===== config.mk =====
export PLATFORM = sky130hd
export DESIGN_NAME = collatz_pred_engine
export DESIGN_NICKNAME = d
export VERILOG_FILES = /design/src/rtl/cpe_pkg.sv /design/src/rtl/cpe_pred_calc.sv /design/src/rtl/cpe_ctrl.sv /design/src/rtl/collatz_pred_engine.sv
export SDC_FILE = /design/constraint.sdc
export NUM_CORES = 1
export LEC_CHECK = 0
export ABC_AREA = 1
export BUFFER_PORTS_ARGS = -buffer_cell sky130_fd_sc_hd__buf_4
export CAP_MARGIN = 40
export CORE_MARGIN = 10
export CORE_UTILIZATION = 65
export CTS_CLUSTER_DIAMETER = 100
export CTS_CLUSTER_SIZE = 25
export DETAILED_ROUTE_END_ITERATION = 6
export GPL_TIMING_DRIVEN = 0
export PLACE_DENSITY_LB_ADDON = 0.08
export SYNTH_ARGS = -nofsm -noshare
export SYNTH_HDL_FRONTEND = slang
export SYNTH_SLANG_ARGS = --single-unit

===== constraint.sdc =====
create_clock -name clk -period 32.4 [get_ports clk]
set_input_delay 4.86 -clock clk [delete_from_list [all_inputs] [get_ports clk]]
set_output_delay 4.86 -clock clk [all_outputs]
set_load 0.05 [all_outputs]

===== src/rtl/cpe_pkg.sv =====
// Package: shared state encoding for the Collatz predecessor engine.
// Assumes: users import it before declaring controller state.
package cpe_pkg;

    // Controller state: idle, read-latency wait, doubled-word push, odd-word push.
    typedef enum logic [1:0] {
        ST_IDLE = 2'd0,
        ST_WAIT = 2'd1,
        ST_EVEN = 2'd2,
        ST_ODD  = 2'd3
    } cpe_state_t;

endpackage


===== src/rtl/cpe_pred_calc.sv =====
// Module: cpe_pred_calc
// Purely combinational. From a value y it forms both inverse-Collatz
// candidates and decides whether each may be emitted under the bound.
// Assumes: y is unsigned; WIDTH is at least 4.
module cpe_pred_calc #(
    parameter int WIDTH = 32
) (
    input  logic [WIDTH-1:0] y,
    input  logic [WIDTH-1:0] limit,
    output logic [WIDTH-1:0] even_val,
    output logic             even_ok,
    output logic [WIDTH-1:0] odd_val,
    output logic             odd_ok
);
    localparam logic [WIDTH-1:0] SIX   = WIDTH'(6);
    localparam logic [WIDTH-1:0] FOUR  = WIDTH'(4);
    localparam logic [WIDTH-1:0] THREE = WIDTH'(3);
    localparam logic [WIDTH-1:0] ONE   = WIDTH'(1);

    logic [WIDTH-1:0] rem6;

    // Doubled candidate: legal when the shift drops no bit and stays in bound.
    always_comb begin
        even_val = {y[WIDTH-2:0], 1'b0};
        even_ok  = !y[WIDTH-1] && (even_val <= limit);
    end

    // Odd candidate: exists only for y congruent to 4 mod 6, excluding the value 1.
    always_comb begin
        rem6    = y % SIX;
        odd_val = (y - ONE) / THREE;
        odd_ok  = (rem6 == FOUR) && (odd_val != ONE) && (odd_val <= limit);
    end

endmodule


===== src/rtl/cpe_ctrl.sv =====
// Module: cpe_ctrl
// Sequencer for the engine. It pops the input queue, waits one cycle
// for the read data, captures the candidates, then pushes the doubled
// word and the odd word in that order. A full output queue freezes it.
// Assumes: the input queue returns data exactly one cycle after a pop;
// the candidate inputs are a combinational function of that data.
module cpe_ctrl
    import cpe_pkg::*;
#(
    parameter int WIDTH = 32
) (
    input  logic             clk,
    input  logic             rst_n,
    input  logic             enable,
    input  logic [WIDTH-1:0] limit,
    input  logic             in_empty,
    output logic             in_pop,
    input  logic [WIDTH-1:0] cand_even,
    input  logic             cand_even_ok,
    input  logic [WIDTH-1:0] cand_odd,
    input  logic             cand_odd_ok,
    input  logic             out_full,
    output logic             out_push,
    output logic [WIDTH-1:0] out_data
);
    cpe_state_t       state_q, state_d;
    logic [WIDTH-1:0] even_q, odd_q;
    logic             odd_ok_q;
    logic             emitting;

    // Next-state logic: take a new word only from idle, skip empty pushes.
    always_comb begin
        state_d = state_q;
        unique case (state_q)
            ST_IDLE: if (enable && !in_empty) state_d = ST_WAIT;
            ST_WAIT: begin
                if (cand_even_ok)     state_d = ST_EVEN;
                else if (cand_odd_ok) state_d = ST_ODD;
                else                  state_d = ST_IDLE;
            end
            ST_EVEN: if (!out_full) state_d = odd_ok_q ? ST_ODD : ST_IDLE;
            ST_ODD:  if (!out_full) state_d = ST_IDLE;
            default: state_d = ST_IDLE;
        endcase
    end

    // State register with synchronous active-low reset.
    always_ff @(posedge clk) begin
        if (!rst_n) state_q <= ST_IDLE;
        else        state_q <= state_d;
    end

    // Candidate capture in the wait cycle, when the popped data is valid.
    always_ff @(posedge clk) begin
        if (!rst_n) begin
            even_q   <= '0;
            odd_q    <= '0;
            odd_ok_q <= 1'b0;
        end else if (state_q == ST_WAIT) begin
            even_q   <= cand_even;
            odd_q    <= cand_odd;
            odd_ok_q <= cand_odd_ok;
        end
    end

    // Queue strobes and output word selection.
    always_comb begin
        emitting = (state_q == ST_EVEN) || (state_q == ST_ODD);
        in_pop   = (state_q == ST_IDLE) && enable && !in_empty;
        out_push = emitting && !out_full;
        out_data = (state_q == ST_ODD) ? odd_q : even_q;
    end


    pop_gap_chk: assert property (@(posedge clk) disable iff (!rst_n)
        in_pop |=> !in_pop);


    stall_hold_chk: assert property (@(posedge clk) disable iff (!rst_n)
        (emitting && out_full) |=> (emitting && $stable(out_data)));


    even_bound_chk: assert property (@(posedge clk) disable iff (!rst_n)
        (out_push && state_q == ST_EVEN) |-> (out_data <= limit && !out_data[0]));


    odd_rule_chk: assert property (@(posedge clk) disable iff (!rst_n)
        (out_push && state_q == ST_ODD) |->
            (out_data[0] && out_data != WIDTH'(1) && out_data <= limit));


    odd_after_even_chk: assert property (@(posedge clk) disable iff (!rst_n)
        (state_q == ST_ODD && $past(state_q) != ST_ODD) |->
            ($past(state_q) == ST_EVEN || $past(state_q) == ST_WAIT));

endmodule


===== src/rtl/collatz_pred_engine.sv =====
// Module: collatz_pred_engine (top)
// Streams inverse-Collatz predecessors from an input queue to an output
// queue. The candidate arithmetic is combinational on the popped data,
// and the sequencing is done by cpe_ctrl.
// Assumes: input queue read latency of one cycle; synchronous reset.
module collatz_pred_engine #(
    parameter int WIDTH = 32
) (
    input  logic             clk,
    input  logic             rst_n,
    input  logic             enable,
    input  logic [WIDTH-1:0] limit,
    input  logic             in_empty,
    output logic             in_pop,
    input  logic [WIDTH-1:0] in_data,
    input  logic             out_full,
    output logic             out_push,
    output logic [WIDTH-1:0] out_data
);
    logic [WIDTH-1:0] cand_even, cand_odd;
    logic             cand_even_ok, cand_odd_ok;

    cpe_pred_calc #(.WIDTH(WIDTH)) u_calc (
        .y        (in_data),
        .limit    (limit),
        .even_val (cand_even),
        .even_ok  (cand_even_ok),
        .odd_val  (cand_odd),
        .odd_ok   (cand_odd_ok)
    );

    cpe_ctrl #(.WIDTH(WIDTH)) u_ctrl (
        .clk          (clk),
        .rst_n        (rst_n),
        .enable       (enable),
        .limit        (limit),
        .in_empty     (in_empty),
        .in_pop       (in_pop),
        .cand_even    (cand_even),
        .cand_even_ok (cand_even_ok),
        .cand_odd     (cand_odd),
        .cand_odd_ok  (cand_odd_ok),
        .out_full     (out_full),
        .out_push     (out_push),
        .out_data     (out_data)
    );

endmodule


### Word-level counts from Yosys, hierarchy flattened

Index checks and enable logic that the tools add are counted.

* bits in registers: 66
* input bits: 69
* logic and storage cells: 38

* add/subtract/negate cells: 1
* div/mod/pow operators: 2
* order comparisons: 2
* equality and inequality tests: 8
* multiplexer cells: 8
* reductions and logical operators: 13

Operator list (count)
* 32-bit less-or-equal comparator: 2
* 32-bit by 2-bit divider with 32-bit output, second input constant: 1
* 32-bit by 3-bit equality test with 1-bit output, second input constant: 1
* 32-bit by 3-bit modulo with 32-bit output, second input constant: 1
* 32-bit two-way mux: 1
* 32-bit by 1-bit != test with 1-bit output, second input constant: 1
* 32-bit by 1-bit subtractor with 32-bit output, second input constant: 1
* 2-bit two-way mux: 6
* 2-bit one-hot mux with 4 select lines: 1
* 1-bit logical AND: 7
* 2-bit equality test, second input constant: 2
* 2-bit != test, second input constant: 2
* 1-bit zero test: 3
* 3-bit AND reduction: 1
* 2-bit by 1-bit equality test with 1-bit output, second input constant: 1
* 2-bit zero test: 1
* 2-bit by 1-bit != test with 1-bit output, second input constant: 1
* 1-bit logical OR: 1

### Logic depth before layout (Yosys ltp)

Gate-level depths: netlist (run 1).

* depth after elaboration: 8
* depth in mapped cells: 106

### Hierarchy

A second synthesis (run 1) with hierarchy kept.

* cell total of the unflattened synthesis: 1326
* area, all modules: 8290.5 um^2

By module, submodules not included
* cpe_pred_calc: times used 1, cells an instance 976, area each 5372.7 um^2, seq. area each 0.0 um^2
* cpe_ctrl: times used 1, cells an instance 350, area each 2917.8 um^2, seq. area each 1341.3 um^2

### Worst setup path after synthesis (run 1)

No wires, ideal clock.

* kind: input to register
* from: input in_data[1]
* to: register u_ctrl.state_q[0]
* data arrival time: 14.214 ns
* setup slack: 18.119 ns
* cell stages on the path: 94
* cells stage by stage: inv_1 > ha_1 > nand2_2 > or3_4 > nor2_4 > xor2_2 > inv_2 > nand3_2 > nand2_2 > nand2_2 > nand3_2 > nand3_1 > nand3_1 > nand2_1 > inv_1 > o21bai_2 > nand2_1 > a21oi_1 > (+58 left out) > nor2_1 > nand3_1 > inv_1 > ha_1 > o21bai_1 > a221oi_1 > o221ai_1 > nand2_1 > o2111ai_1 > a21oi_1 > a31oi_1 > nor3_1 > nand3_1 > nor2_1 > nand4_1 > nand2_1 > nand2_1 > a21oi_2

* word-level cells in the longest chain between the ends: 8
* elaborated cells on any way between the ends: 13

Ends and longest elaborated chain
* start: declaration: line collatz_pred_engine.sv:15 `input logic [WIDTH-1:0] in_data,`
* 32-bit by 1-bit subtractor with 32-bit output *: line cpe_pred_calc.sv:31 `odd_val = (y - ONE) / THREE;`
* 32-bit by 2-bit divider with 32-bit output *: line cpe_pred_calc.sv:31
* net cand_odd[28]: line collatz_pred_engine.sv:20 `logic [WIDTH-1:0] cand_even, cand_odd;`
* branches (longest 2 deep; another with 32-bit less-or-equal comparator)
* 1-bit logical AND *: line cpe_pred_calc.sv:32 `odd_ok = (rem6 == FOUR) && (odd_val != ONE) && (odd_val <= limit);`
* 2-bit two-way mux *: line cpe_ctrl.sv:38 `else if (cand_odd_ok) state_d = ST_ODD;`
* 2-bit two-way mux *: line cpe_ctrl.sv:37 `if (cand_even_ok) state_d = ST_EVEN;`
* 2-bit one-hot mux with 4 select lines *: line cpe_ctrl.sv:34 `unique case (state_q)`
* end signal: assignment: line cpe_ctrl.sv:50 `else state_q <= state_d;`
* end: declaration: line cpe_ctrl.sv:26 `cpe_state_t state_q, state_d;`

Mark *: on every way through the listed nets, which the timed path passes.
A chain may end at the register's enable or synchronous reset.

### Worst setup path after layout (run 1)

* from: input in_data[1]
* to: register u_ctrl.state_q[1]

The elaborated chain is that of the path after synthesis.

==> reports/results.ini, run 1 <==
[placement]
place_congestion=0.951
place_inst=1551
place_ws_ps=15880
hpwl_um=18900
port_buffers=102

[critical_path]
crit_family=simple AND/OR/NAND/NOR gates
crit_path_end_kind=flop
cp.required_ps=32690
cp_num_buf_inv=6
crit_arrival_ps=16940
cp_slowest_cell=a221oi_1
timing.critical_path.mode_cell=nand2_1
max_stage_delay_ps=360
crit_path_max_fanout=8
critPathKind=input port to flop
critPathLaunchType=input port

[clocking]
clkTransAtPathRegs_ps=60
clockBufferDepth=2
cts_buffers=9
cts_tree=built
clk_latency_ps=340
htree_num_levels=3
cts_root_buf=clkbuf_16
cts_resized=0
cts_sinks=65
cts_hold_buf=0
cts_setup_buffers=0

[sta]
min_period_ps=16650
max_slew_margin=0.441
setup_viol=0
timing.final.hold_violations=0
fin_skew_ps=4.73
tightest_slew_ps=830
layout_worst_path_cycle_share=0.514
fin_ws_ps=15750
fmax_mhz=60.1
rsz0062_at_grt=no
setup_tns_ps=0
slew_violations=0

[final_layout]
synthToLayoutAreaGrowth_pct=17.0
final_common_cell=nand2_1
instances_no_fill=1567
num_antenna_cells=0
drive_above_1_share=0.142
final_cell_mix=309 x nand2_1, 222 x inv_1, 126 x o21ai_0, 116 x a21oi_1, 102 x buf_4
nNetsFinal=1556

[grt]
gr-total-overflow=0
grt_pass1_vias=8322
gr-usage-all-layers=0.278
grt_max_degree=12
grt_pass1_wl_um=38600
antenna_found_initial=0

[logic_synthesis]
synth_edf_count=0
synth_top_area_frac=0.170
ys_warn_count=0
synth-seq-cells=65
async_flop_share=0
synth_top_area_cell=dfxtp_1
synth_nets=1443
synth.area.top_cells=dfxtp_1 17%, nand2_1 15%, ha_1 11%
synth_area_sq_um=7650
synthCells=1306
ys_types=44
syn_avg_cell_area_sq_um=5.86
yosysSeqAreaShare=0.170
synthFlopType=dfxtp_1

[drt]
dr.pass1.iters=6
viasPerCell=5.70
via_count=8934
routed_wirelength_um=23600
drcViolationCount=0
first_iter_violations=937
drtAntennaViolNets=0
wl_per_cell_um=15.1

[floorplanning]
die_y_um=128
start_util=0.667
dieArea_sq_um=16500
ioPinCount=103
die_w_um=128
core_sq_um=11500
rows=39

[power_and_ir_drop]
p_leak_nw=4.84
ir_drop_v=0.0000409
power.density_cell_area_nw_per_um2=48.9

[run_status]
outcome=complete, no violations

[job]
maxCapViolations=0

[min_path]
hp-class=flop to flop

-- power by group --
group | total [W] | switching [W] | internal (W)
combinational | 0.000224 | 0.000151 | 0.0000731
sequential | 0.0000952 | 0.00000431 | 0.0000909
clock | 0.000118 | 0.0000386 | 0.0000796
total | 0.000438 | 0.000194 | 0.000244
-- worst min-delay path: stages (launching register included) --
cell and delay, ps:
dfxtp_1 310, nor2_1 100, a211oi_1 50
-- cells in the mapped netlist (3+ instances only) --
cell type and n:
o21ai_1 42, nor4_1 3, o21ai_0 126, nand2_1 309
nand3_1 77, nor2_4 3, o22ai_1 4, nand3_2 16
dfxtp_1 65, or3_1 10, nand2_2 33, clkbuf_1 24
xor2_1 18, o21bai_1 4, nor2_1 89, o211ai_1 3
nand4_1 14, inv_2 4, o21bai_2 9, a21oi_1 116
nor3_1 6, inv_1 222, ha_1 68, nor2_2 10
a221oi_1 3
-- worst paths after layout --
path | cells past startpoint | endpoint | startpoint | slack, ps
setup reg to reg | 6 | u_ctrl.even_q[19] | u_ctrl.state_q[0] | 30270
hold reg to reg | 2 | u_ctrl.even_q[1] | u_ctrl.even_q[1] | 510
hold / removal | 2 | u_ctrl.even_q[1] | u_ctrl.even_q[1] | 510
setup / recovery | 97 | u_ctrl.state_q[1] | in_data[1] | 15750
-- routing by layer --
metal | global-route usage | part of all wire | up-vias
met3 | 0.0460 | 0.084 | 60
li1 | - | - | 4505
met5 | 0 | 0 | -
met1 | 0.347 | 0.42 | 3976
met2 | 0.465 | 0.46 | 393
met4 | 0.113 | 0.034 | 0
-- layout make-up --
cell class / count / area, sq um
Multi-Input combinational cell: 987 / 5390
Fill cell: 948 / 2520
Sequential cell: 65 / 1300
Inverter: 227 / 852
Timing Repair Buffer: 102 / 766
Clock buffer: 12 / 256
Tap cell: 143 / 179
Buffer: 27 / 104
Clock inverter: 4 / 98.8
-- state kept, by name, summed over array words and instances (netlist names) --
name and count:
u_ctrl.odd_q 31, u_ctrl.state_q 2, u_ctrl.even_q 31, u_ctrl.odd_ok_q 1
-- metrics by stage --
| step | total power (W) | hold WS (ps) | utilization | instance area [sq um] |
|---|---|---|---|---|
| 6_report | 0.000438 | 507 | 0.780 | 8950 |
| 5_1_grt | 0.000471 | 520 | 0.780 | 8950 |
| 2_1_floorplan | 0.000260 | 455 | - | 7650 |
| 4_1_cts | 0.000434 | 502 | 0.780 | 8950 |
| 3_3_place_gp | 0.000308 | 473 | 0.749 | 8590 |
| 3_5_place_dp | 0.000315 | 495 | 0.749 | 8590 |
-- logic make-up after synthesis --
kind of cell | synth area share
XOR/XNOR | 0.0239
flip-flops | 0.170
AND/OR/NAND/NOR | 0.340
AO/OA/AOI/OAI | 0.229
adder cells (fa/ha/maj) | 0.111
buffers and inverters | 0.125
No activity file was read; power rests on OpenSTA's default activity.
==> run 2, diff against run 1 <==
--- a/config.mk
+++ b/config.mk
@@ -9,7 +9,7 @@
 export BUFFER_PORTS_ARGS = -buffer_cell sky130_fd_sc_hd__buf_4
 export CAP_MARGIN = 40
 export CORE_MARGIN = 10
-export CORE_UTILIZATION = 65
+export CORE_UTILIZATION = 60
 export CTS_CLUSTER_DIAMETER = 100
 export CTS_CLUSTER_SIZE = 25
 export DETAILED_ROUTE_END_ITERATION = 6
==> constraint.sdc (replaced) <==
create_clock -name clk -period 16.1 [get_ports clk]
set_input_delay 2.415 -clock clk [delete_from_list [all_inputs] [get_ports clk]]
set_output_delay 2.415 -clock clk [all_outputs]
set_load 0.05 [all_outputs]
==> run 2 against run 1 <==
Combinational power is 100% higher. Global-route usage decreased by 2.0 points. Wire length is 0.94% lower. Register-to-register slack got worse by 16000 ps. Critical path type unchanged. Critical endpoint is now u_ctrl.state_q[0].
==> reports/results.ini, run 2 (synthesis gave the netlist of run 1 again) <==
[clocking]
cts_resized=0  ; unchanged
cts_hold_buf=0  ; unchanged
cts_sinks=65  ; unchanged
cts_root_buf=clkbuf_16  ; unchanged
cts_buffers=9  ; unchanged
htree_num_levels=3  ; unchanged
cts_tree=built  ; unchanged
clockBufferDepth=2  ; unchanged
cts_setup_buffers=0  ; unchanged
clk_latency_ps=350  ; was 340 ps
clkTransAtPathRegs_ps=50  ; was 60 ps

[sta]
max_slew_margin=0.479  ; was 0.441
slew_violations=0  ; unchanged
tightest_slew_ps=774  ; was 830 ps
hold_slack_ps=502  ; was 507 ps
setup_tns_ps=0  ; unchanged
setup_viol=0  ; unchanged
fin_ws_ps=2090  ; was 15,750 ps
fmax_mhz=71.4
timing.final.hold_violations=0  ; unchanged
fin_skew_ps=6.93  ; was 4.73 ps
min_period_ps=14010
layout_worst_path_cycle_share=0.870
rsz0062_at_grt=no  ; unchanged

[final_layout]
fin_util=0.709  ; was 0.780
nNetsFinal=1556  ; unchanged
num_antenna_cells=0  ; unchanged
drive_above_1_share=0.141  ; was 0.142
synthToLayoutAreaGrowth_pct=16.5  ; was 17.0%
final_cell_mix=309 x nand2_1, 222 x inv_1, 126 x o21ai_0, 116 x a21oi_1, 102 x buf_4  ; unchanged
final_common_cell=nand2_1  ; unchanged
reg_top3=u_ctrl.even_q: 31 flops, u_ctrl.odd_q: 31 flops, u_ctrl.state_q: 2 flops  ; unchanged
num-fill-cells=1210  ; was 948

[critical_path]
crit_end=u_ctrl.state_q[0]  ; was u_ctrl.state_q[1]
r2r_start=u_ctrl.state_q[0]  ; unchanged
crit_arrival_ps=14280  ; was 16,940 ps
critPathLaunchType=input port  ; unchanged
startpoint=in_data[1]  ; unchanged
cp_num_buf_inv=6  ; unchanged
rr_worst_depth=6  ; unchanged
timing.critical_path.mode_cell=nand2_1  ; unchanged
crit_family=simple AND/OR/NAND/NOR gates  ; unchanged
path_depth=99  ; was 97
r2r_slack_ps=14100  ; was 30,270 ps
worstReg2RegEnd=u_ctrl.even_q[18]  ; was u_ctrl.even_q[19]
crit_path_end_kind=flop  ; unchanged
crit_path_max_fanout=8  ; unchanged
cp_slowest_cell=a221oi_1  ; unchanged
critPathKind=input port to flop  ; unchanged
cp.required_ps=16370  ; was 32,690 ps
max_stage_delay_ps=330  ; was 360 ps

[grt]
grt_pass1_wl_um=38400  ; was 38,600 um
gr-usage-all-layers=0.258  ; was 0.278
gr-total-overflow=0  ; unchanged
grt_max_degree=11  ; was 12
grt_pass1_vias=7989  ; was 8,322
antenna_found_initial=0  ; unchanged

[placement]
hpwl_um=19000  ; was 18,900 um
place_ws_ps=1960  ; was 15,880 ps
place_congestion=0.944  ; was 0.951
port_buffers=102  ; unchanged

[drt]
wl_per_cell_um=14.7  ; was 15.1 um
drcViolationCount=0  ; unchanged
drtAntennaViolNets=0  ; unchanged
routed_wirelength_um=23400  ; was 23,600 um
viasPerCell=5.53  ; was 5.70
dr.pass1.iters=5  ; was 6
via_count=8828  ; was 8,934
first_iter_violations=709  ; was 937

[floorplanning]
die_w_um=133  ; was 128 um
start_util=0.609  ; was 0.667
dieArea_sq_um=17700  ; was 16,500 sq um
ioPinCount=103  ; unchanged
core_sq_um=12600  ; was 11,500 sq um
rows=41  ; was 39
die_y_um=133  ; was 128 um

[min_path]
worstHoldStart=u_ctrl.even_q[1]  ; unchanged
hp-class=flop to flop  ; unchanged

[job]
maxCapViolations=0  ; unchanged

[power_and_ir_drop]
power.density_cell_area_nw_per_um2=93.6  ; was 48.9 nW/um^2
p_leak_nw=4.81  ; was 4.84 nW
ir_drop_v=0.0000675  ; was 0.0000409 V

[run_status]
outcome=complete, no violations  ; unchanged

run 2: changes by cell type in the layout (fill, tap and decap cells not counted):
cell       previous run  this run
clkinv_2              0         3
clkinv_4              1         0
bufinv_16             3         1
clkbuf_8              2         0
clkbuf_1             25        26
run 2: metrics by stage:
step | instance area, sq um | std cells | power (W)
final | 8910 | 1595 | 0.000834
after global placement | 8630 | 1580 | 0.000623
after detailed placement | 8630 | 1580 | 0.000635
after CTS | 8910 | 1595 | 0.000829
after global routing | 8910 | 1595 | 0.000903
after floorplan | 7650 | 1306 | 0.000523
run 2: per-layer routing:
layer / routed length, um / vias up / global-route usage
met3: 1550 / 42 / 0.0462
met5: 0 / - / 0
met4: 624 / 0 / 0.0831
met2: 10700 / 298 / 0.428
li1: - / 4514 / -
met1: 10500 / 3974 / 0.329
run 2: where the power goes:
group,internal [W],leakage (nW),switching [W]
Sequential,0.000183,0.533,0.00000864
Combinational,0.000147,4.13,0.000302
Clock,0.000118,0.139,0.0000754
Total,0.000448,4.81,0.000386
run 2: final cells by class:
type | instances | area [sq um] | share of cell area
tap | 172 | 215 | 0.0242
multi-input combinational | 987 | 5390 | 0.605
inverter | 227 | 852 | 0.0957
timing repair buffer | 102 | 766 | 0.0860
sequential | 65 | 1300 | 0.146
clock inverter | 4 | 45.0 | 0.00506
clock buffer | 11 | 233 | 0.0261
buffer | 27 | 104 | 0.0117
run 2: worst min-delay path: stages, from the launching register on:
cell and delay, ps:
dfxtp_1 310, nor2_1 100, a211oi_1 50
run 2: how the worst min path moves through the flow:
stage                       end  slack, ps  cells after the start
5_1_grt        u_ctrl.even_q[1]        510                      2
3_3_place_gp    u_ctrl.odd_ok_q        470                      2
4_1_cts        u_ctrl.even_q[1]        500                      2
3_5_place_dp   u_ctrl.even_q[1]        490                      2
6_report       u_ctrl.even_q[1]        500                      2
2_1_floorplan   u_ctrl.odd_ok_q        460                      2
